### src/rtl/sio_cfg_port.sv
module sio_cfg_port #(
  parameter logic [7:0] CHIP_ID  = 8'hC7,
  parameter logic [7:0] BASE_OFS = 8'h00,
  parameter logic [7:0] EC_LD    = 8'h0C,
  parameter int         NUM_LD   = 16
) (
  input  logic        clk,
  input  logic        rst_n,
  input  logic        io_wr,
  input  logic        io_rd,
  input  logic [7:0]  io_addr,
  input  logic [7:0]  io_wdata,
  output logic [7:0]  io_rdata,
  output logic        ec_active,
  output logic [15:0] ec_base
);
  localparam int LDW = (NUM_LD > 1) ? $clog2(NUM_LD) : 1;
  localparam logic [7:0] KEY_ON  = 8'h55;
  localparam logic [7:0] KEY_OFF = 8'hAA;
  localparam logic [7:0] IX_SEL  = 8'h07;
  localparam logic [7:0] IX_ID   = 8'h20;
  localparam logic [7:0] IX_EN   = 8'h30;
  localparam logic [7:0] IX_LO   = 8'h66;
  localparam logic [7:0] IX_HI   = 8'h67;
  localparam logic [7:0] DAT_OFS = BASE_OFS + 8'd1;

  logic           locked;
  logic [7:0]     idx;
  logic [7:0]     ld_sel;
  logic           en [NUM_LD];
  logic [7:0]     lo [NUM_LD];
  logic [7:0]     hi [NUM_LD];
  logic [7:0]     rd_val;

  wire            hit_ix = (io_addr == BASE_OFS);
  wire            hit_dat = (io_addr == DAT_OFS);
  wire            sel_ok = (int'(ld_sel) < NUM_LD);
  wire [LDW-1:0]  slot = ld_sel[LDW-1:0];
  wire            cfg_wr = io_wr && hit_dat && !locked;

  always_ff @(posedge clk) begin
    if (!rst_n) begin
      locked <= 1'b1;
      idx    <= 8'h00;
      ld_sel <= 8'h00;
    end else if (io_wr && hit_ix) begin
      if (locked) begin
        if (io_wdata == KEY_ON) locked <= 1'b0;
      end else if (io_wdata == KEY_OFF) begin
        locked <= 1'b1;
      end else begin
        idx <= io_wdata;
      end
    end else if (cfg_wr && idx == IX_SEL) begin
      ld_sel <= io_wdata;
    end
  end

  for (genvar g = 0; g < NUM_LD; g++) begin : g_ld
    always_ff @(posedge clk) begin
      if (!rst_n) begin
        en[g] <= 1'b0;
        lo[g] <= 8'h00;
        hi[g] <= 8'h00;
      end else if (cfg_wr && sel_ok && slot == LDW'(g)) begin
        case (idx)
          IX_EN:   en[g] <= io_wdata[0];
          IX_LO:   lo[g] <= io_wdata;
          IX_HI:   hi[g] <= io_wdata;
          default: ;
        endcase
      end
    end
  end

  always_comb begin
    rd_val = 8'hFF;
    if (!locked) begin
      if (hit_ix) begin
        rd_val = idx;
      end else if (hit_dat) begin
        case (idx)
          IX_SEL:  rd_val = ld_sel;
          IX_ID:   rd_val = CHIP_ID;
          IX_EN:   rd_val = sel_ok ? {7'b0, en[slot]} : 8'h00;
          IX_LO:   rd_val = sel_ok ? lo[slot] : 8'h00;
          IX_HI:   rd_val = sel_ok ? hi[slot] : 8'h00;
          default: rd_val = 8'h00;
        endcase
      end
    end
  end

  always_ff @(posedge clk) begin
    if (!rst_n)     io_rdata <= 8'hFF;
    else if (io_rd) io_rdata <= rd_val;
  end

  assign ec_active = en[EC_LD[LDW-1:0]];
  assign ec_base   = {hi[EC_LD[LDW-1:0]], lo[EC_LD[LDW-1:0]]};
endmodule

### config.mk
export PLATFORM = sky130hd
export DESIGN_NAME = sio_cfg_port
export DESIGN_NICKNAME = d
export VERILOG_FILES = /design/src/rtl/sio_cfg_port.sv
export SDC_FILE = /design/constraint.sdc
export NUM_CORES = 1
export LEC_CHECK = 0
export BUFFER_PORTS_ARGS = -buffer_cell sky130_fd_sc_hd__buf_2
export CAP_MARGIN = 5
export CORE_ASPECT_RATIO = 0.9
export CORE_MARGIN = 4
export CORE_UTILIZATION = 31
export CTS_BUF_LIST = sky130_fd_sc_hd__clkbuf_8
export DETAILED_ROUTE_END_ITERATION = 16
export PLACE_DENSITY = 0.52
export SLEW_MARGIN = 10
export SYNTH_ARGS = -nofsm -noshare
export SYNTH_HDL_FRONTEND = slang
export SYNTH_SLANG_ARGS = --single-unit
### constraint.sdc
create_clock -name clk -period 3.1 [get_ports clk]
set_input_delay 0.155 -clock clk [delete_from_list [all_inputs] [get_ports clk]]
set_output_delay 0.155 -clock clk [all_outputs]
set_load 0.1 [all_outputs]
==> flow_summary.toml <==
[status]
status = "complete, no violations"

[min_path]
hold_end = "io_rdata[3]"
worstHoldStart = "io_rd"
whs_path_depth = 3
hold_class = "primary input to register"

[synthesis]
synth-xor-area-share_pct = 0
synth-warning-count = 0
synth_top_family_by_area = "multiplexers"
synth-simple-area-share_pct = 14.4
synthAdderAreaFrac_pct = 0
synth-seq-cells = 301
synthFlopType = "edfxtp_1"
synth_cell_types = 53
synth-compound-area-share_pct = 3.98
avgSynthCellArea_um2 = 13.3
synth-async-reset-ratio_pct = 0
synthMuxAreaShare_pct = 14.6
syn-num-nets = 1052
synth_cells = 1032
synth_edf_count = 271
syn_area_um2 = 13700
ys_seq_area_share_pct = 63.8

[worst_setup_path]
cp_num_cells = 6
cp_slowest_cell = "nor4_2"
r2r_slack_ns = 0.19
ff2ff_path_depth = 6
cp_data_arrival_time_ns = 3.21
crit_buf_inv = 1
r2r-end = "lo[9][5]"
start_kind = "register"
end_kind = "register"
r2r_start = "locked"
crit_required_ns = 3.40
path_max_fanout = 7
path_delay_family = "simple AND/OR/NAND/NOR gates"
critical-path-max-stage-delay_ns = 0.53
worstSetupPathType = "register to register"
crit_path_cell_trace = "or2b_2 -> or4_4 -> nor4_2 -> nand2_1 -> o21ai_0 -> buf_4"

[routing]
wirelength_um = 41600
initialDrtViolationCount = 1013
drc_errors = 0
ant_nets = 0
vias_per_cell = 5.16
drtPass1Iterations = 5
num_vias = 9086
wl_per_cell_um = 23.6

[clocking]
clock_path_buffers = 3
h-tree-depth = 2
cts_sinks = 301
tritoncts = "yes"
cts.clk_slew.worst_paths_ns = 0.07
numCtsBuffers = 52
cts_root_buffer = "clkbuf_8"
clk_latency_ns = 0.60

[sta]
setup_violations = 0
drv_slew = 0
timing.fmax_ghz = 0.343
tightest_slew_ns = 0.951
tns_ns = 0
fin_crit_ns = 2.91
clock_skew_ns = 0.0250
rsz0062_at_grt = "no"
max_slew_margin_pct = 35.7
fin_ws_ns = 0.186
hold_viol_final = 0
min_period_over_period_pct = 94.0

[grt]
antenna_found_initial = 1
grtUsageTotal_pct = 17.1
grt_overflow_total = 0
grt_max_degree = 58
grt_pass1_wl_um = 61200
grt_pass1_vias = 8842

[pwr]
power_mw = 8.51
p_int_mw = 6.50
p_sw_share_pct = 23.6
max-vdd-ir-drop_mv = 0.286
pwr-share-comb_pct = 4.7
cellLeakagePower_nw = 5.21
clkPwrFrac_pct = 40.6
p_per_area_nw_per_um2 = 531
seqPwrFrac_pct = 54.7
p_sw_mw = 2.01

[layout]
layout_common_cells = "edfxtp_1 (271), nor2_1 (247), buf_4 (93), mux4_2 (65), clkbuf_8 (58)"
final_common_cell = "edfxtp_1"
antenna_cells = 0
fillers = 4221
nNetsFinal = 1149
synthToLayoutAreaGrowth_pct = 17.0
drive_gt1_share_pct = 25.2

[job]
maxCapViolCount = 0

[placed_design]
pre_cts_slack_ns = -0.0926
dp_hpwl_um = 28700
gp_congestion = 0.844
portBuffers = 44

[die]
fp.coreArea_um2 = 43300
rows = 72
die_x_um = 230
fp.dieH_um = 207
io_pins = 45
dieArea_um2 = 47600
start_util_pct = 31.6
[cell type report]
class                           instances  area (um2)  share of cell area [%]
Sequential cell                       301        8750                    54.6
Multi-Input combinational cell        625        4530                    28.3
Timing Repair Buffer                  144        1010                    6.29
Clock buffer                           58         798                    4.98
Tap cell                              592         741                    4.62
Clock inverter                         37         178                    1.11
Inverter                                5        18.8                   0.117
[routing by layer]
metal,up-vias,share of wire [%],track usage [%]
li1,4042,-,-
met1,4652,47,25.9
met2,337,45,25.5
met3,55,7.2,3.35
met4,0,1.7,3.69
met5,-,0,0
[worst reg2reg max path, cell delays in order (launching register included)]
cell and delay (ns):
dfxtp_1 0.36, or2b_2 0.30, or4_4 0.49, nor4_2 0.54
nand2_1 0.35, o21ai_0 0.37, buf_4 0.20
[cell families (layout without fill, tap and decap cells)]
group / after synthesis / count (layout)
compound gates: 89 / 89
buf+inv: 106 / 244
flops: 301 / 301
mux: 117 / 117
simple gates: 419 / 419
[metrics by stage]
| stage | cells | utilization (%) | cell area (um2) | hold slack [ns] |
|---|---|---|---|---|
| finish | 1762 | 37.0 | 16000 | 0.0421 |
| global route | 1762 | 37.0 | 16000 | 0.0298 |
| CTS | 1762 | 37.0 | 16000 | 0.00855 |
| detailed placement | 1662 | 34.6 | 15000 | 0.507 |
| global placement | 1662 | 34.6 | 15000 | 0.491 |
| floorplan | 1032 | - | 13700 | 0.299 |
[timing repair]
action / CTS / global route
resized for setup: 0 / 2
setup buffers: 0 / 0
hold buffers: 5 / 0
endpoints found under the setup margin: 0 / 24
endpoints found under the hold margin: 5 / 0
[power groups by stage]
stage / combinational [mW] / clock [mW] / sequential, mW
floorplan: 0.155 / 0 / 4.78
global route: 0.418 / 3.71 / 4.67
finish: 0.397 / 3.45 / 4.66
global placement: 0.390 / 0 / 4.74
CTS: 0.397 / 3.52 / 4.66
detailed placement: 0.392 / 0 / 4.74
[sequential cells by signal (all words and copies together), names as in the netlist, named ones only]
name / count
hi: 128
lo: 128
en: 16
idx: 8
io_rdata: 8
ld_sel: 8
locked: 1
[Yosys cell counts (all sizes together) (12+ instances only)]
cell type | count | area share, %
and2 | 12 | 0.55
and3 | 50 | 2.3
buf | 25 | 0.88
clkbuf | 76 | 2.2
dfxtp | 30 | 4.4
edfxtp | 271 | 59
mux2i | 43 | 3.1
mux4 | 65 | 11
nand2 | 38 | 1.0
nand3 | 16 | 0.58
nor2 | 247 | 6.8
o21ai | 51 | 1.9
[worst max path at each step]
| stage | startpoint | end | slack, ns |
|---|---|---|---|
| 3_5_place_dp | io_addr[7] | hi[10][2] | -0.09 |
| 4_1_cts | locked | hi[10][3] | 0.18 |
| 5_1_grt | locked | lo[8][2] | 0.04 |
| 3_3_place_gp | io_addr[7] | hi[12][3] | -0.11 |
| 6_report | locked | lo[9][5] | 0.19 |
| 2_1_floorplan | io_addr[7] | hi[15][0] | 0.10 |
(Power assumes the default switching activity.)
